[src/rtl/dcs_pkg.sv]
package dcs_pkg;
  localparam int unsigned INSN_W = 64;
  localparam int unsigned RES_W  = 32;
  localparam int unsigned PRED_N = 8;
  localparam int unsigned PSEL_W = $clog2(PRED_N);

  typedef enum logic [1:0] {
    BOP_AND  = 2'd0,
    BOP_OR   = 2'd1,
    BOP_XOR  = 2'd2,
    BOP_AND2 = 2'd3
  } bop_e;

  typedef enum logic [3:0] {
    CND_NEVER = 4'd0,  CND_LT   = 4'd1,  CND_EQ   = 4'd2,  CND_LE  = 4'd3,
    CND_GT    = 4'd4,  CND_NE   = 4'd5,  CND_GE   = 4'd6,  CND_ORD = 4'd7,
    CND_UNORD = 4'd8,  CND_LTU  = 4'd9,  CND_EQU  = 4'd10, CND_LEU = 4'd11,
    CND_GTU   = 4'd12, CND_NEU  = 4'd13, CND_GEU  = 4'd14, CND_ALWAYS = 4'd15
  } cnd_e;

  typedef struct packed {
    logic [7:0]        dest;
    logic [PSEL_W-1:0] psel;
    logic              pinv;
    logic              a_abs;
    logic              a_neg;
    logic              b_abs;
    logic              b_neg;
    bop_e              bop;
    logic              upd_flags;
    cnd_e              cnd;
    logic              float_one;
  } fields_t;

  function automatic logic [63:0] fp_modify(input logic [63:0] x,
                                            input logic do_abs,
                                            input logic do_neg);
    logic [63:0] t;
    t = x;
    if (do_abs) t[63] = 1'b0;
    if (do_neg) t[63] = ~t[63];
    return t;
  endfunction
endpackage

[src/rtl/dcs_decode.sv]
module dcs_decode
  import dcs_pkg::*;
(
  input  logic [INSN_W-1:0] insn,
  output fields_t           f
);
  // Bits not used by this unit (source index, opcode space).
  logic unused_insn_bits;
  assign unused_insn_bits = ^{insn[63:55], insn[38:8]};

  always_comb begin
    f.dest      = insn[7:0];
    f.psel      = insn[39 +: PSEL_W];
    f.pinv      = insn[42];
    f.a_neg     = insn[43];
    f.b_abs     = insn[44];
    f.bop       = bop_e'(insn[46:45]);
    f.upd_flags = insn[47];
    f.cnd       = cnd_e'(insn[51:48]);
    f.float_one = insn[52];
    f.b_neg     = insn[53];
    f.a_abs     = insn[54];
  end
endmodule

[src/rtl/dcs_fp64_cmp.sv]
module dcs_fp64_cmp
  import dcs_pkg::*;
#(
  parameter int unsigned EXP_W  = 11,
  parameter int unsigned FRAC_W = 52
) (
  input  logic [EXP_W+FRAC_W:0] a,
  input  logic [EXP_W+FRAC_W:0] b,
  input  cnd_e                  cnd,
  output logic                  pass
);
  localparam int unsigned W = 1 + EXP_W + FRAC_W;

  logic         a_nan, b_nan, unord, both_zero;
  logic [W-1:0] ka, kb;
  logic         lt, eq, gt;

  // Monotonic key: positives get sign set, negatives are inverted.
  function automatic logic [W-1:0] order_key(input logic [W-1:0] x);
    return x[W-1] ? ~x : (x ^ {1'b1, {(W-1){1'b0}}});
  endfunction

  always_comb begin
    a_nan     = (&a[W-2 -: EXP_W]) && (|a[FRAC_W-1:0]);
    b_nan     = (&b[W-2 -: EXP_W]) && (|b[FRAC_W-1:0]);
    unord     = a_nan | b_nan;
    both_zero = ~|{a[W-2:0], b[W-2:0]};
    ka        = order_key(a);
    kb        = order_key(b);
    eq        = !unord && (both_zero || (a == b));
    lt        = !unord && !eq && (ka < kb);
    gt        = !unord && !eq && !lt;
  end

  always_comb begin
    unique case (cnd)
      CND_NEVER:  pass = 1'b0;
      CND_LT:     pass = lt;
      CND_EQ:     pass = eq;
      CND_LE:     pass = lt | eq;
      CND_GT:     pass = gt;
      CND_NE:     pass = lt | gt;
      CND_GE:     pass = gt | eq;
      CND_ORD:    pass = !unord;
      CND_UNORD:  pass = unord;
      CND_LTU:    pass = unord | lt;
      CND_EQU:    pass = unord | eq;
      CND_LEU:    pass = unord | lt | eq;
      CND_GTU:    pass = unord | gt;
      CND_NEU:    pass = unord | lt | gt;
      CND_GEU:    pass = unord | gt | eq;
      default:    pass = 1'b1;
    endcase
  end

  // Exactly one relation holds for ordered operands.
  always_comb begin
    if (!unord) assert ($countones({lt, eq, gt}) == 1);
  end
endmodule

[src/rtl/dcs_merge.sv]
module dcs_merge
  import dcs_pkg::*;
(
  input  logic                  cmp_pass,
  input  logic [PRED_N-1:0]     preds,
  input  logic [PSEL_W-1:0]     psel,
  input  logic                  pinv,
  input  bop_e                  bop,
  input  logic                  float_one,
  output logic [RES_W-1:0]      result
);
  localparam logic [RES_W-1:0] MASK_ONES = '1;
  localparam logic [RES_W-1:0] FLT_ONE   = RES_W'(32'h3F80_0000);

  logic p, hit;

  always_comb begin
    p = preds[psel] ^ pinv;
    unique case (bop)
      BOP_OR:  hit = cmp_pass | p;
      BOP_XOR: hit = cmp_pass ^ p;
      default: hit = cmp_pass & p;
    endcase
    result = hit ? (float_one ? FLT_ONE : MASK_ONES) : '0;
  end
endmodule

[src/rtl/dcs_unit.sv]
module dcs_unit
  import dcs_pkg::*;
(
  input  logic              clk,
  input  logic              rst_n,
  input  logic              in_valid,
  output logic              in_ready,
  input  logic [INSN_W-1:0] insn,
  input  logic [63:0]       src_a,
  input  logic [63:0]       src_b,
  input  logic [PRED_N-1:0] pred_file,
  output logic              out_valid,
  input  logic              out_ready,
  output logic [RES_W-1:0]  res_data,
  output logic [7:0]        res_dest,
  output logic              flag_zero,
  output logic              flag_sign,
  output logic              flag_carry,
  output logic              flag_ovf
);
  fields_t          f;
  logic [63:0]      op_a, op_b;
  logic             cmp_pass;
  logic [RES_W-1:0] result;
  logic             in_fire;
  logic [3:0]       flags_q;   // {z, s, c, o}

  dcs_decode u_dec (.insn(insn), .f(f));

  assign op_a = fp_modify(src_a, f.a_abs, f.a_neg);
  assign op_b = fp_modify(src_b, f.b_abs, f.b_neg);

  dcs_fp64_cmp #(.EXP_W(11), .FRAC_W(52)) u_cmp (
    .a(op_a), .b(op_b), .cnd(f.cnd), .pass(cmp_pass)
  );

  dcs_merge u_merge (
    .cmp_pass(cmp_pass), .preds(pred_file), .psel(f.psel), .pinv(f.pinv),
    .bop(f.bop), .float_one(f.float_one), .result(result)
  );

  assign in_ready = !out_valid || out_ready;
  assign in_fire  = in_valid && in_ready;

  always_ff @(posedge clk) begin
    if (!rst_n) begin
      out_valid <= 1'b0;
      res_data  <= '0;
      res_dest  <= '0;
    end else if (in_fire) begin
      out_valid <= 1'b1;
      res_data  <= result;
      res_dest  <= f.dest;
    end else if (out_ready) begin
      out_valid <= 1'b0;
    end
  end

  logic res_is_zero;
  assign res_is_zero = (result == '0);

  always_ff @(posedge clk) begin
    if (!rst_n) begin
      flags_q <= 4'b0000;
    end else if (in_fire && f.upd_flags) begin
      flags_q <= {res_is_zero, (f.float_one ? 1'b0 : !res_is_zero), 2'b00};
    end
  end

  assign {flag_zero, flag_sign, flag_carry, flag_ovf} = flags_q;

  AST_STALL_HOLD: assert property (@(posedge clk) disable iff (!rst_n)
    (out_valid && !out_ready) |=> (out_valid && $stable(res_data) && $stable(res_dest)));
  AST_RES_CODE: assert property (@(posedge clk) disable iff (!rst_n)
    out_valid |-> (res_data == 32'h0 || res_data == 32'hFFFF_FFFF || res_data == 32'h3F80_0000));
  AST_DEST_FWD: assert property (@(posedge clk) disable iff (!rst_n)
    in_fire |=> (res_dest == $past(insn[7:0])));
  AST_FLAGS_KEEP: assert property (@(posedge clk) disable iff (!rst_n)
    (in_fire && !insn[47]) |=> $stable(flags_q));
  AST_CO_CLEARED: assert property (@(posedge clk) disable iff (!rst_n)
    (in_fire && insn[47]) |=> (!flag_carry && !flag_ovf));
  AST_SZ_EXCL: assert property (@(posedge clk) disable iff (!rst_n)
    (in_fire && insn[47]) |=> !(flag_zero && flag_sign));
endmodule

[config.mk]
export PLATFORM = sky130hd
export DESIGN_NAME = dcs_unit
export DESIGN_NICKNAME = d
export VERILOG_FILES = /design/src/rtl/dcs_pkg.sv /design/src/rtl/dcs_decode.sv /design/src/rtl/dcs_fp64_cmp.sv /design/src/rtl/dcs_merge.sv /design/src/rtl/dcs_unit.sv
export SDC_FILE = /design/constraint.sdc
export NUM_CORES = 1
export LEC_CHECK = 0
export CAP_MARGIN = 10
export CORE_UTILIZATION = 45
export CTS_BUF_LIST = sky130_fd_sc_hd__clkbuf_4
export DETAILED_ROUTE_END_ITERATION = 8
export GPL_TIMING_DRIVEN = 1
export MAX_ROUTING_LAYER = met4
export PLACE_DENSITY_LB_ADDON = 0.1
export SLEW_MARGIN = 25
export SYNTH_ARGS = -nofsm -noshare
export SYNTH_HDL_FRONTEND = slang
export SYNTH_SLANG_ARGS = --single-unit
[constraint.sdc]
create_clock -name clk -period 9.85 [get_ports clk]
set_input_delay 0.985 -clock clk [delete_from_list [all_inputs] [get_ports clk]]
set_output_delay 0.985 -clock clk [all_outputs]
set_load 0.02 [all_outputs]
# Word level (Yosys, flattened, before mapping)

Cells that the tools add are included.
W data, S select, Z words.

Memories kept: 0
Input bits: 204
Logic and storage cells: 82
Output and inout bits: 46
Latch bits: 0
Register bits after elaboration: 43
Bits in read-only memories: 0
Memory bits (writable): 0

Div/mod/pow operators: 0
Shift operators: 0
Bitwise operators: 20
$mul: 0
Equality and inequality tests: 17
Mux-type cells: 15
Reductions and logical operators: 24
Magnitude comparators: 2
Add/subtract/negate cells: 0

Operators by type and width:

| operator             | number |
|---|---|
| $mux W64             | 2 |
| $not A64 Y64         | 2 |
| $reduce_or A126 Y1   | 1 |
| $reduce_or A52 Y1    | 2 |
| $eq A64 B64 Y1       | 1 |
| $lt A64 B64 Y1       | 1 |
| $mux W32             | 2 |
| $logic_not A32 Y1    | 1 |
| $eq A4 B4 Y1 const B | 7 |
| $reduce_and A11 Y1   | 2 |
| $eq A4 B3 Y1 const B | 4 |
| $pmux W1 S15         | 1 |
| $or A1 B1 Y1         | 11 |
| $eq A4 B2 Y1 const B | 2 |
| $logic_and A1 B1 Y1  | 8 |
| $mux W1              | 8 |
| $logic_not A1 Y1     | 6 |
| $eq A4 B1 Y1 const B | 1 |
| $logic_not A4 Y1     | 1 |
| $lt A3 B4 Y1 const B | 1 |
| $not A1 Y1           | 4 |
| $bmux W1 S3          | 1 |
| $eq A2 B1 Y1 const B | 1 |
| $eq A2 B2 Y1 const B | 1 |
| 5 further kinds      | 7 |

# Logic depth before layout (Yosys ltp)

Depth after elaboration: 20
Depth in mapped cells: 20
Gate-level depth less buffers: 19

# Cells and area by module

A second synthesis with hierarchy kept.

Cell total of the unflattened synthesis: 749
Area, all modules: 6135.9 µm²

Modules (own cells, without submodules):

| module       | sequential area each (µm²) | area an instance (µm²) | instances | cells each |
|---|---|---|---|---|
| dcs_fp64_cmp | 0.0                        | 3674.8                 | 1         | 466 |
| dcs_unit     | 860.8                      | 1870.5                 | 1         | 207 |
| dcs_merge    | 0.0                        | 410.4                  | 1         | 52 |
| dcs_decode   | 0.0                        | 180.2                  | 1         | 24 |

# Least setup slack after synthesis

No wires, ideal clock.

Path kind: input to register
From: in src_a[63]
To: reg res_data[29]
Data required time: 9735 ps
Arrival time: 5064 ps
Library setup time: 115 ps
Path slack: 4671 ps
Stages on the path: 19
Cell sequence: nor2b_1 > xnor2_1 > clkbuf_1 > xnor2_1 > ha_1 > a21o_1 > a221o_1 > a221oi_2 > o21ai_1 > a211oi_1 > nand2_1 > a221o_1 > a22oi_1 > ha_1 > nand2_1 > a21oi_1 > a21oi_1 > o21ai_0 > and2_1

Cells in the longest elaborated chain, start to end: 17
Elaborated cells between the ends (all ways): 30

RTL lines:

| what                                                                    | line               | text |
|---|---|---|
| from (decl)                                                             | dcs_unit.sv:9      | `input logic [63:0] src_a,` |
| $mux W1 (*)                                                             | dcs_pkg.sv:40      | `if (do_abs) t[63] = 1'b0;` |
| $not A1 Y1                                                              | dcs_pkg.sv:41      | `if (do_neg) t[63] = ~t[63];` |
| $mux W1 (*)                                                             | dcs_pkg.sv:41      |  |
| parallel branches: the longest is 10 deep, another holds $lt A64 B64 Y1 | --                 |  |
| $pmux W1 S15 (*)                                                        | dcs_fp64_cmp.sv:36 | `unique case (cnd)` |
| $and A1 B1 Y1 (tied with other cells)                                   | dcs_merge.sv:22    | `default: hit = cmp_pass & p;` |
| $pmux W1 S2 (*)                                                         | dcs_merge.sv:19    | `unique case (bop)` |
| $mux W32 (*)                                                            | dcs_merge.sv:24    | `result = hit ? (float_one ? FLT_ONE : MASK_ONES) : '0;` |
| to (signal assigned)                                                    | dcs_unit.sv:52     | `res_data <= result;` |
| to (decl)                                                               | dcs_unit.sv:14     | `output logic [RES_W-1:0] res_data,` |

Every way passes the cells marked *.
A chain may end at the register's enable or synchronous reset.

# Worst setup path after layout

Same ends and word-level chain as after synthesis.

==> metrics.txt <==
Final WS setup 3.70 ns; crit path kind input pin to flip-flop; Int Power 0.291 mW; CP endpoint res_data[29]; Skew-Pair Late Insertion Delay 0.28 ns; vias in the first global route 5,264; worst path required time 10.03 ns; nets 1,030; critical path, cell by cell clkdlybuf4s50_1 > nor2b_1 > xnor2_2 > buf_4 > xnor2_1 > ha_1 > nand4_1 > nor4_1 > o311a_1 > o311ai_2 > a21bo_2 > o2111ai_1 > a22oi_1 > ha_1 > nand2_1 > a21oi_1 > a21oi_1 > o21ai_0 > and2_1; port bufs 207; Met1 Wirelength 7050 µm; synthesized area 4750 µm²; dpl ws 3.50 ns; clock share of power 6.2%; Num CTS Buffers 3; vias per cell 5.67; largest cells by area after synthesis xnor2_1, ha_1, xor2_1, dfxtp_1, nor4_1; drt wl/cell 18.2 µm; FILL cells 925; f_max 0.163 GHz; total number of vias 5,073; Arr. time, crit path 6.33 ns; max-cap viol count 0; clk_skew 0.00860 ns; largest net degree at the start of global routing 64; Sequential Power Share 10.9%; starting density of the core 46.2%; Gate power share 82.8%; WL met2 7920 µm; sequential area share after synthesis 5.48%; clk slew on worst S/H paths 0.09 ns; Core Footprint 10,300 µm²; Net Sw Power 0.245 mW; share of post-route cells with drive strength above 1 2.24%; CTS Hold Buffers Added 0; Slew HR 30.7%; Multi-input gate area 4120 µm²; Congestion Overflow GR 0; top cell type's share of synthesized area 20.3%; switching portion of total power 45.7%; Die H 105 µm; Sink Count 13; total track usage 30.3%; Worst setup EP type flip-flop; Worst Tran Pin Value 1.04 ns; Tcrit/Tclk final 62.4%; routed wl met3 924 µm; FF-to-FF End res_data[29]; Syn Area/Cell 8.03 µm²; DRC errors left 0; H-tree depth 1; top-count cell post-synth xnor2_1; critical path fanouts, max 63; top routing layer in use met4; die width 105 µm; Critical Path Start src_a[63]; Detail Route Antenna Nets 0; Final Critical Period 6.15 ns; Ports 250; initial DRC count 225; reg-to-reg critical path startpoint out_valid; placed cells 890; diode count 0; commonest cells in the netlist xnor2_1, ha_1, xor2_1; DP HPWL 13,900 µm; initial antenna violation count 0; R2R cell count 5; outcome finished, final reports clean; post-CTS setup buffer count 0; LEAKAGE 2.62 nW; Mapped Cells 592; Setup Total Neg Slack 0 ns; GPL Wtd Cong 0.924; Max IR drop VDD 0.0721 mV; area grow syn2layout 42.2%; Final Instance Count excl. Fillers 894; CTS tree done; final setup vio count 0; area leader, netlist xnor2_1; Post-CTS Resized 0; RSZ-0062 raised after global routing false; setup slack, reg-to-reg 8.39 ns; Power Total 0.536 mW; Die ar. 11,000 µm²; Synth Register Bits 13; number of synthesized flops with an enable pin 0; clk buf depth 2; final wirelength 16,200 µm; PD cells 79.4 nW/µm²; fin. max-slew vios 0; Yosys warnings 0; ys async rst share 0%; Main synth FF type dfxtp_1; Rows 37; slowest CP cell buf_4; CP max stage delay 0.77 ns; FF/Latch Area 260 µm²; Final Hold Violating Endpoints 0; Root Buffer clkbuf_4; Setup crit start kind input pin; first-pass GRT wire length 26,000 µm; Hold Crit Class flip-flop to flip-flop; 1st-pass router iterations 4; Synth cell types 58
[worst max-delay path, delay by kind of cell]
family | cells | cell delay, ns
AND/OR/NAND/NOR | 5 | 1.38
buffers and inverters | 2 | 1.22
XOR/XNOR | 2 | 0.32
adder cells (fa/ha/maj) | 2 | 0.71
AO/OA/AOI/OAI | 8 | 1.61
[power by group through the flow]
stage	sequential (mW)	clock [mW]	combinational (mW)
global route	0.0594	0.0375	0.490
global placement	0.0599	0	0.423
finish	0.0587	0.0334	0.444
detailed placement	0.0601	0	0.439
CTS	0.0589	0.0345	0.442
floorplan	0.0636	0	0.268
[placed cells by master (no fill, tap or decap), types with 3 or more instances in the layout]
cell type / n
a211oi_1: 5
a21boi_0: 11
a21o_1: 15
a21oi_1: 23
and4_1: 3
clkbuf_4: 3
clkdlybuf4s50_1: 207
dfxtp_1: 13
ha_1: 67
inv_1: 22
nand2_1: 27
nand2b_1: 7
nand3_1: 19
nand4_1: 35
nor2_1: 10
nor2b_1: 12
nor3_1: 3
nor4_1: 41
o21ai_0: 8
o22ai_1: 4
xnor2_1: 108
xor2_1: 64
[state kept, by name, indices dropped and copies added, names as in the netlist]
name	cells
flags_q	2
out_valid	1
res_dest	8
res_data	2
[cells by family after synthesis]
| logic type | after synthesis | synth area share (%) |
|---|---|---|
| adder cells (fa/ha/maj) | 67 | 17.6 |
| flip-flops | 13 | 5.48 |
| AND/OR/NAND/NOR | 164 | 19.6 |
| XOR/XNOR | 176 | 33.0 |
| AO/OA/AOI/OAI | 96 | 14.7 |
| buffers and inverters | 71 | 8.14 |
| multiplexers | 4 | 1.37 |
| other | 1 | 0.0789 |
[layer usage]
layer	GRT usage, %	up-vias
met5	-	-
met4	7.24	0
met3	2.50	25
met2	52.7	200
met1	37.8	2388
li1	-	2460
[cell type report]
type                       count  area share (%)
clock buffer                   3           0.333
clock inverter                 1          0.0741
inverter                      23            1.28
multi-input combinational    509            61.0
sequential                    13            3.85
tap                          136            2.52
timing repair buffer         209            30.9
[worst min path at each step]
stage / endpoint / cells past startpoint / slack, ns / from
6_report: res_dest[0] / 2 / 0.47 / res_dest[0]
5_1_grt: res_dest[1] / 2 / 0.49 / res_dest[1]
4_1_cts: res_dest[1] / 2 / 0.47 / res_dest[1]
3_5_place_dp: res_dest[1] / 2 / 0.46 / res_dest[1]
3_3_place_gp: res_dest[1] / 2 / 0.45 / res_dest[1]
2_1_floorplan: res_dest[4] / 2 / 0.54 / res_dest[4]
[stage by stage]
stage | area, µm² | hold slack, ns | utilization (%)
detailed placement | 6730 | 0.459 | 65.5
finish | 6760 | 0.466 | 65.7
global placement | 6730 | 0.454 | 65.5
global route | 6760 | 0.486 | 65.7
floorplan | 4760 | 0.541 | -
CTS | 6760 | 0.471 | 65.7
(Power assumes the default switching activity.)
